### src/rtl/uart_rx_pkg.sv
package uart_rx_pkg;

    localparam int DATA_MAX = 9;

    typedef enum logic [2:0] {
        ST_IDLE,
        ST_START,
        ST_DATA,
        ST_PAR,
        ST_STOP1,
        ST_STOP2
    } rx_state_e;

    typedef struct packed {
        logic [3:0] nbits;
        logic       par_en;
        logic       par_even;
        logic       two_stop;
        logic       sleep;
        logic       data_inv;
    } rx_cfg_t;

    function automatic logic [3:0] decode_len(input logic [2:0] code);
        case (code)
            3'b100:  return 4'd7;
            3'b110:  return 4'd9;
            default: return 4'd8;
        endcase
    endfunction

    function automatic rx_cfg_t decode_mode(input logic [7:0] mode, input logic dinv);
        rx_cfg_t c;
        c.nbits    = decode_len(mode[2:0]);
        c.two_stop = mode[4];
        c.par_even = mode[5];
        c.par_en   = mode[6];
        c.sleep    = mode[7];
        c.data_inv = dinv;
        return c;
    endfunction

endpackage

### src/rtl/uart_rx_front.sv
module uart_rx_front #(
    parameter int SYNC_STAGES = 2
) (
    input  logic clk,
    input  logic rst_n,
    input  logic rxd,
    input  logic line_inv,
    output logic line_o
);
    typedef struct packed {
        logic [SYNC_STAGES-1:0] chain;
    } front_s;

    front_s front_d, front_q;

    always_comb begin
        front_d = front_q;
        if (SYNC_STAGES > 1) begin
            front_d.chain = {front_q.chain[SYNC_STAGES-2:0], rxd ^ line_inv};
        end else begin
            front_d.chain = SYNC_STAGES'(rxd ^ line_inv);
        end
    end

    always_ff @(posedge clk or negedge rst_n) begin
        if (!rst_n) front_q <= '1;
        else        front_q <= front_d;
    end

    assign line_o = front_q.chain[SYNC_STAGES-1];

endmodule

### src/rtl/uart_rx_core.sv
module uart_rx_core
    import uart_rx_pkg::*;
#(
    parameter int OSR = 16
) (
    input  logic                clk,
    input  logic                rst_n,
    input  logic                os_tick,
    input  logic                line_i,
    input  logic [7:0]          mode,
    input  logic                data_inv,
    output logic                done_o,
    output logic [DATA_MAX-1:0] shreg_o,
    output logic                par_o,
    output logic                ferr_o,
    output rx_cfg_t             cfg_o
);
    localparam int CW = (OSR > 2) ? $clog2(OSR) : 1;
    localparam logic [CW-1:0] MID_C  = CW'(OSR / 2 - 1);
    localparam logic [CW-1:0] LAST_C = CW'(OSR - 1);

    typedef struct packed {
        rx_state_e           st;
        logic [CW-1:0]       cnt;
        logic [3:0]          bitn;
        logic [DATA_MAX-1:0] sh;
        logic                par;
        logic                ferr;
        logic                prev;
        rx_cfg_t             cfg;
        logic                done;
    } core_s;

    core_s core_d, core_q;

    always_comb begin
        core_d      = core_q;
        core_d.done = 1'b0;
        if (os_tick) begin
            case (core_q.st)
                ST_IDLE: begin
                    core_d.prev = line_i;
                    if (core_q.prev && !line_i) begin
                        core_d.st   = ST_START;
                        core_d.cnt  = '0;
                        core_d.bitn = '0;
                        core_d.sh   = '0;
                        core_d.par  = 1'b0;
                        core_d.ferr = 1'b0;
                        core_d.cfg  = decode_mode(mode, data_inv);
                    end
                end
                ST_START: begin
                    if (core_q.cnt == MID_C) begin
                        core_d.cnt = '0;
                        if (!line_i) begin
                            core_d.st = ST_DATA;
                        end else begin
                            core_d.st   = ST_IDLE;
                            core_d.prev = line_i;
                        end
                    end else begin
                        core_d.cnt = core_q.cnt + CW'(1);
                    end
                end
                ST_DATA: begin
                    if (core_q.cnt == LAST_C) begin
                        core_d.cnt  = '0;
                        core_d.sh   = {line_i, core_q.sh[DATA_MAX-1:1]};
                        core_d.bitn = core_q.bitn + 4'd1;
                        if (core_q.bitn == core_q.cfg.nbits - 4'd1) begin
                            core_d.st = core_q.cfg.par_en ? ST_PAR : ST_STOP1;
                        end
                    end else begin
                        core_d.cnt = core_q.cnt + CW'(1);
                    end
                end
                ST_PAR: begin
                    if (core_q.cnt == LAST_C) begin
                        core_d.cnt = '0;
                        core_d.par = line_i;
                        core_d.st  = ST_STOP1;
                    end else begin
                        core_d.cnt = core_q.cnt + CW'(1);
                    end
                end
                ST_STOP1: begin
                    if (core_q.cnt == LAST_C) begin
                        core_d.cnt  = '0;
                        core_d.ferr = !line_i;
                        if (core_q.cfg.two_stop) begin
                            core_d.st = ST_STOP2;
                        end else begin
                            core_d.st   = ST_IDLE;
                            core_d.done = 1'b1;
                            core_d.prev = line_i;
                        end
                    end else begin
                        core_d.cnt = core_q.cnt + CW'(1);
                    end
                end
                ST_STOP2: begin
                    if (core_q.cnt == LAST_C) begin
                        core_d.cnt  = '0;
                        core_d.ferr = core_q.ferr | !line_i;
                        core_d.st   = ST_IDLE;
                        core_d.done = 1'b1;
                        core_d.prev = line_i;
                    end else begin
                        core_d.cnt = core_q.cnt + CW'(1);
                    end
                end
                default: core_d.st = ST_IDLE;
            endcase
        end
    end

    always_ff @(posedge clk or negedge rst_n) begin
        if (!rst_n) begin
            core_q      <= '0;
            core_q.st   <= ST_IDLE;
            core_q.prev <= 1'b1;
        end else begin
            core_q <= core_d;
        end
    end

    assign done_o  = core_q.done;
    assign shreg_o = core_q.sh;
    assign par_o   = core_q.par;
    assign ferr_o  = core_q.ferr;
    assign cfg_o   = core_q.cfg;

    // the second stop phase is entered only when two stop bits were latched
    p_stop2_only_if_two_r4: assert property (@(posedge clk) disable iff (!rst_n)
        core_q.st == ST_STOP2 |-> core_q.cfg.two_stop);

    // the parity phase is entered only with parity enabled
    p_par_only_if_enabled_r3: assert property (@(posedge clk) disable iff (!rst_n)
        core_q.st == ST_PAR |-> core_q.cfg.par_en);

    // a start is never abandoned into the data phase while the line reads high at mid-bit
    p_start_confirm_r9: assert property (@(posedge clk) disable iff (!rst_n)
        (core_q.st == ST_START && os_tick && core_q.cnt == MID_C && line_i) |=> core_q.st == ST_IDLE);

endmodule

### src/rtl/uart_rx_post.sv
module uart_rx_post
    import uart_rx_pkg::*;
(
    input  logic                clk,
    input  logic                rst_n,
    input  logic                done_i,
    input  logic [DATA_MAX-1:0] shreg_i,
    input  logic                par_i,
    input  logic                ferr_i,
    input  rx_cfg_t             cfg_i,
    output logic                valid_o,
    output logic [DATA_MAX-1:0] data_o,
    output logic                perr_o,
    output logic                ferr_o
);
    typedef struct packed {
        logic                valid;
        logic [DATA_MAX-1:0] data;
        logic                perr;
        logic                ferr;
    } post_s;

    post_s post_d, post_q;

    logic [DATA_MAX-1:0] aligned;
    logic [DATA_MAX-1:0] len_mask;
    logic [DATA_MAX-1:0] restored;
    logic                top_bit;
    logic                par_bad;
    logic                accept;

    always_comb begin
        aligned  = shreg_i >> (4'(DATA_MAX) - cfg_i.nbits);
        len_mask = (DATA_MAX'(1) << cfg_i.nbits) - DATA_MAX'(1);
        restored = aligned ^ (cfg_i.data_inv ? len_mask : '0);
        top_bit  = restored[cfg_i.nbits - 4'd1];
        par_bad  = cfg_i.par_en && ((^restored ^ par_i) == cfg_i.par_even);
        accept   = !cfg_i.sleep || top_bit;

        post_d = '0;
        if (done_i && accept) begin
            post_d.valid = 1'b1;
            post_d.data  = restored;
            post_d.perr  = par_bad;
            post_d.ferr  = ferr_i;
        end
    end

    always_ff @(posedge clk or negedge rst_n) begin
        if (!rst_n) post_q <= '0;
        else        post_q <= post_d;
    end

    assign valid_o = post_q.valid;
    assign data_o  = post_q.data;
    assign perr_o  = post_q.perr;
    assign ferr_o  = post_q.ferr;

    // strobe lasts one cycle
    p_valid_single_r8: assert property (@(posedge clk) disable iff (!rst_n)
        valid_o |=> !valid_o);

    // data and flags are quiet outside the strobe
    p_quiet_outside_r8: assert property (@(posedge clk) disable iff (!rst_n)
        !valid_o |-> (data_o == '0 && !perr_o && !ferr_o));

    // a non-address character while asleep yields no strobe
    p_sleep_drop_r7: assert property (@(posedge clk) disable iff (!rst_n)
        (done_i && cfg_i.sleep && !top_bit) |=> !valid_o);

    // parity flag never raised when parity is off
    p_no_parity_flag_r3: assert property (@(posedge clk) disable iff (!rst_n)
        (done_i && !cfg_i.par_en) |=> !perr_o);

    // seven-bit characters leave the upper bits clear
    p_len7_upper_zero_r2: assert property (@(posedge clk) disable iff (!rst_n)
        (done_i && cfg_i.nbits == 4'd7) |=> data_o[8:7] == 2'b00);

endmodule

### src/rtl/uart_sleep_rx.sv
module uart_sleep_rx
    import uart_rx_pkg::*;
#(
    parameter int OSR         = 16,
    parameter int SYNC_STAGES = 2
) (
    input  logic       clk,
    input  logic       rst_n,
    input  logic       os_tick,
    input  logic       rxd,
    input  logic [7:0] mode,
    input  logic       line_inv,
    input  logic       data_inv,
    output logic [8:0] rx_data,
    output logic       rx_valid,
    output logic       parity_err,
    output logic       frame_err
);
    logic                line_s;
    logic                done_w;
    logic [DATA_MAX-1:0] shreg_w;
    logic                par_w;
    logic                ferr_w;
    rx_cfg_t             cfg_w;

    uart_rx_front #(.SYNC_STAGES(SYNC_STAGES)) front_i (
        .clk      (clk),
        .rst_n    (rst_n),
        .rxd      (rxd),
        .line_inv (line_inv),
        .line_o   (line_s)
    );

    uart_rx_core #(.OSR(OSR)) core_i (
        .clk      (clk),
        .rst_n    (rst_n),
        .os_tick  (os_tick),
        .line_i   (line_s),
        .mode     (mode),
        .data_inv (data_inv),
        .done_o   (done_w),
        .shreg_o  (shreg_w),
        .par_o    (par_w),
        .ferr_o   (ferr_w),
        .cfg_o    (cfg_w)
    );

    uart_rx_post post_i (
        .clk     (clk),
        .rst_n   (rst_n),
        .done_i  (done_w),
        .shreg_i (shreg_w),
        .par_i   (par_w),
        .ferr_i  (ferr_w),
        .cfg_i   (cfg_w),
        .valid_o (rx_valid),
        .data_o  (rx_data),
        .perr_o  (parity_err),
        .ferr_o  (frame_err)
    );

endmodule

### config.mk
export PLATFORM = sky130hd
export DESIGN_NAME = uart_sleep_rx
export DESIGN_NICKNAME = d
export VERILOG_FILES = /design/src/rtl/uart_rx_pkg.sv /design/src/rtl/uart_rx_front.sv /design/src/rtl/uart_rx_core.sv /design/src/rtl/uart_rx_post.sv /design/src/rtl/uart_sleep_rx.sv
export SDC_FILE = /design/constraint.sdc
export NUM_CORES = 1
export LEC_CHECK = 0
export ABC_CLOCK_PERIOD_IN_PS = 3600
export BUFFER_PORTS_ARGS = -buffer_cell sky130_fd_sc_hd__buf_2
export CAP_MARGIN = 20
export CORE_UTILIZATION = 58
export DETAILED_ROUTE_END_ITERATION = 12
export PLACE_DENSITY = 0.78
export SLEW_MARGIN = 20
export SYNTH_ARGS = -nofsm -noshare
export SYNTH_HDL_FRONTEND = slang
export SYNTH_SLANG_ARGS = --single-unit
### constraint.sdc
create_clock -name clk -period 3.6 [get_ports clk]
set_input_delay 0.18 -clock clk [delete_from_list [all_inputs] [get_ports clk]]
set_output_delay 0.18 -clock clk [all_outputs]
set_load 0.05 [all_outputs]
==> results.yml <==
worst_setup_path:
  crit_path_end_kind: "register"
  arrival_ns: 3.40
  cp.required_ns: 3.82
  startpoint_type: "register"
  cp_max_fo: 11
  worstSetupPathType: "reg -> reg"
final_layout:
  syn2layout_area_growth_pct: 8.03
  n_antenna_cell: 0
  multi_input_area_mm2: 0.00169
  nFillCells: 376
  drive_gt1_share_pct: 16.7
  fin_cells: 409
  fin_nets: 364
  ff_latch_area_mm2: 0.00115
grt:
  antenna_found_initial: 0
  grt_usage_pct: 24.4
  busiest_layer: "met2"
  grtUsageMet1_pct: 35.1
  grt_pass1_wl_mm: 10.1
  grt_pass1_vias: 2102
  grt_max_degree: 47
  use_met3_pct: 4.20
  overflow: 0
  globalRouteMet2Util_pct: 38.3
logic_synthesis:
  syn_nets: 348
  synth_seq_cells: 46
  synth.distinct_cells: 69
  synth_edf_count: 0
  synth.avg_cell_area_um2: 9.25
  synth_cells: 325
  async_flop_share_pct: 100
  synth_warnings: 0
  syn_area_mm2: 0.00301
  synth_ff_type: "dfrtp_1"
  ys_seq_area_share_pct: 38.4
die:
  initial_utilization_pct: 62.0
  die_x_um: 74.0
  rows: 25
  ioPinCount: 26
  die_h_um: 74.0
  die_area_mm2: 0.00547
  coreArea_mm2: 0.00485
run_status:
  status: "complete, no violations"
clock_tree:
  cts_setup_buffers: 0
  clock_path_buffers: 2
  clk_latency_ns: 0.30
  cts_tree: "built"
  cts.htree.levels: 2
  cts_resized: 0
  root_buffer: "clkbuf_8"
  cts_sinks: 46
  clk_pin_slew_ns: 0.09
  cts_inserted_buffers: 5
  postCtsHoldBufs: 0
pwr:
  seqPwrFrac_pct: 28.3
  p_total_uw: 2770
  irDropWorstVdd_mv: 0.465
  power_frac_comb_pct: 57.4
  clkPwrFrac_pct: 14.3
  internal_power_uw: 1610
  switching_share_pct: 42.0
  power.density_mw_per_mm2: 854
  power_switching_uw: 1160
  cellLeakagePower_uw: 0.00154
detailed_routing:
  ant_nets: 0
  route.detailed.drc: 0
  drt_first_pass_iters: 4
  drt-total-wl_mm: 6.15
  vias: 2407
  routedWlPerCell_um: 15.0
  vias_per_cell: 5.89
  drt-initial-drc-count: 168
sta:
  fin_tns_setup_ns: 0
  rsz0062_at_grt: "false"
  min_period_over_period_pct: 88.1
  finalMaxSlewViolations: 0
  hold_viol: 0
  worst_slack_ns: 0.428
  max_slew.worst_pin.slew_ns: 0.565
  slew_headroom_pct: 62.3
  fmax_mhz: 315
  fin_crit_ns: 3.17
  fin_skew_ns: 0.00609
  setup_viol: 0
place:
  io_buffer_count: 24
  pre_cts_slack_ns: 0.424
  hpwl_mm: 4.31
  gp_congestion: 0.869
  post-place-cells: 400
min_path:
  hp-class: "in -> reg"
flow_run:
  drv_cap: 0
## layout by cell type, fill, tap and decap left out, drive strengths merged, types with 9 or more instances in the layout
cell type / n
inv: 10
xnor2: 10
a21oi: 15
o21ai: 24
buf: 29
dfrtp: 43
nor2: 16
nand3: 18
nand2: 57
xor2: 11
mux2i: 10
ha: 9
## cell usage after synthesis, types with 2 or more instances
master,n,share of area (%)
dfstp_2,3,2.6
a31oi_1,2,0.42
a21oi_1,15,2.5
nand2_1,57,7.1
nor2_1,15,1.9
o22ai_1,7,1.5
nand3b_1,2,0.50
o31ai_1,2,0.50
o21ai_0,23,3.8
xor2_1,11,3.2
nor2b_1,2,0.42
inv_1,8,1.0
a211oi_2,2,0.83
xnor2_1,10,2.9
xnor3_1,2,1.5
ha_1,9,3.7
o41ai_1,2,0.58
a21boi_1,4,1.0
a2bb2oi_1,2,0.58
nand2b_1,3,0.62
and3_1,4,0.83
nand3_1,18,3.0
a22o_1,2,0.58
mux2i_1,10,3.3
buf_6,5,1.9
buf_4,3,0.75
clkbuf_1,11,1.4
nor3b_1,2,0.50
buf_2,2,0.33
nor3_1,6,1.0
dfrtp_1,43,36
## per-stage QoR
| step | hold slack (ns) | cell area (um^2) | utilization, % |
|---|---|---|---|
| floorplan | -0.116 | 3010 | - |
| global placement | 0.328 | 3120 | 64.3 |
| detailed placement | 0.334 | 3120 | 64.3 |
| CTS | 0.0122 | 3230 | 66.7 |
| global route | 0.00804 | 3250 | 67.0 |
| finish | 0.0174 | 3250 | 67.0 |
## power groups by stage
stage	sequential, uW	clock, uW	combinational (uW)
detailed placement	787	0	1580
floorplan	727	0	1410
finish	784	397	1590
global route	800	427	1750
CTS	778	405	1590
global placement	785	0	1550
## critical path: stages, from the launching register on
cell	delay [ns]
dfrtp_1	0.42
inv_1	0.18
ha_1	0.41
nand2_1	0.10
ha_1	0.30
and4bb_2	0.27
o2bb2ai_1	0.13
xnor2_1	0.33
xnor2_1	0.19
xnor3_1	0.23
xnor3_1	0.37
a211oi_2	0.19
## per-layer routing
metal  vias to the layer above  routed length [um]
met2                        75                2910
met4                         0                  80
met1                      1129                2920
li1                       1195                   -
met5                         -                   0
met3                         8                 251
## kinds of logic (layout without fill, tap and decap cells)
| family | count (synthesis) | count (layout) | synth area share, % |
|---|---|---|---|
| AOI/OAI and AO/OA | 83 | 83 | 19.4 |
| muxes | 11 | 11 | 3.71 |
| xor gates and xnor gates | 25 | 25 | 9.20 |
| adders and majority gates | 9 | 9 | 3.75 |
| DFF | 46 | 46 | 38.4 |
| and+or+nand+nor | 121 | 121 | 20.0 |
| buffers and inverters | 30 | 47 | 5.45 |
## registers in the layout, summed over array words and instances, names as in the netlist
| name | count |
|---|---|
| post_i.perr_o | 1 |
| post_i.ferr_o | 1 |
| post_i.valid_o | 1 |
| core_i.ferr_o | 1 |
| core_i.done_o | 1 |
| core_i.shreg_o | 9 |
| core_i.par_o | 1 |
| core_i.cfg_o | 8 |
| core_i.core_q | 12 |
| front_i.front_q | 2 |
| post_i.data_o | 9 |
## final timing paths
path	slack (ns)	to	cells past startpoint	from
setup / recovery	0.43	post_i.perr_o$_DFF_PN0_	11	core_i.cfg_o[5]$_DFFE_PN0P_
hold / removal	0.02	front_i.front_q[0]$_DFF_PN1_	2	rxd
setup reg to reg	0.43	post_i.perr_o$_DFF_PN0_	11	core_i.cfg_o[5]$_DFFE_PN0P_
hold reg to reg	0.36	front_i.front_q[1]$_DFF_PN1_	0	front_i.front_q[0]$_DFF_PN1_
max in group asynchronous	2.79	core_i.core_q[10]$_DFFE_PN1P_	2	rst_n
min in group asynchronous	0.42	core_i.cfg_o[0]$_DFFE_PN0P_	2	rst_n
## area by class of cell
cell class                 instances  area share [%]
multi-input combinational        249            51.9
tap                               67            2.58
clock inverter                     3            1.50
inverter                           9            1.04
clock buffer                       5            2.12
timing repair buffer              30            5.24
sequential                        46            35.6
No activity file was read; power rests on OpenSTA's default activity.
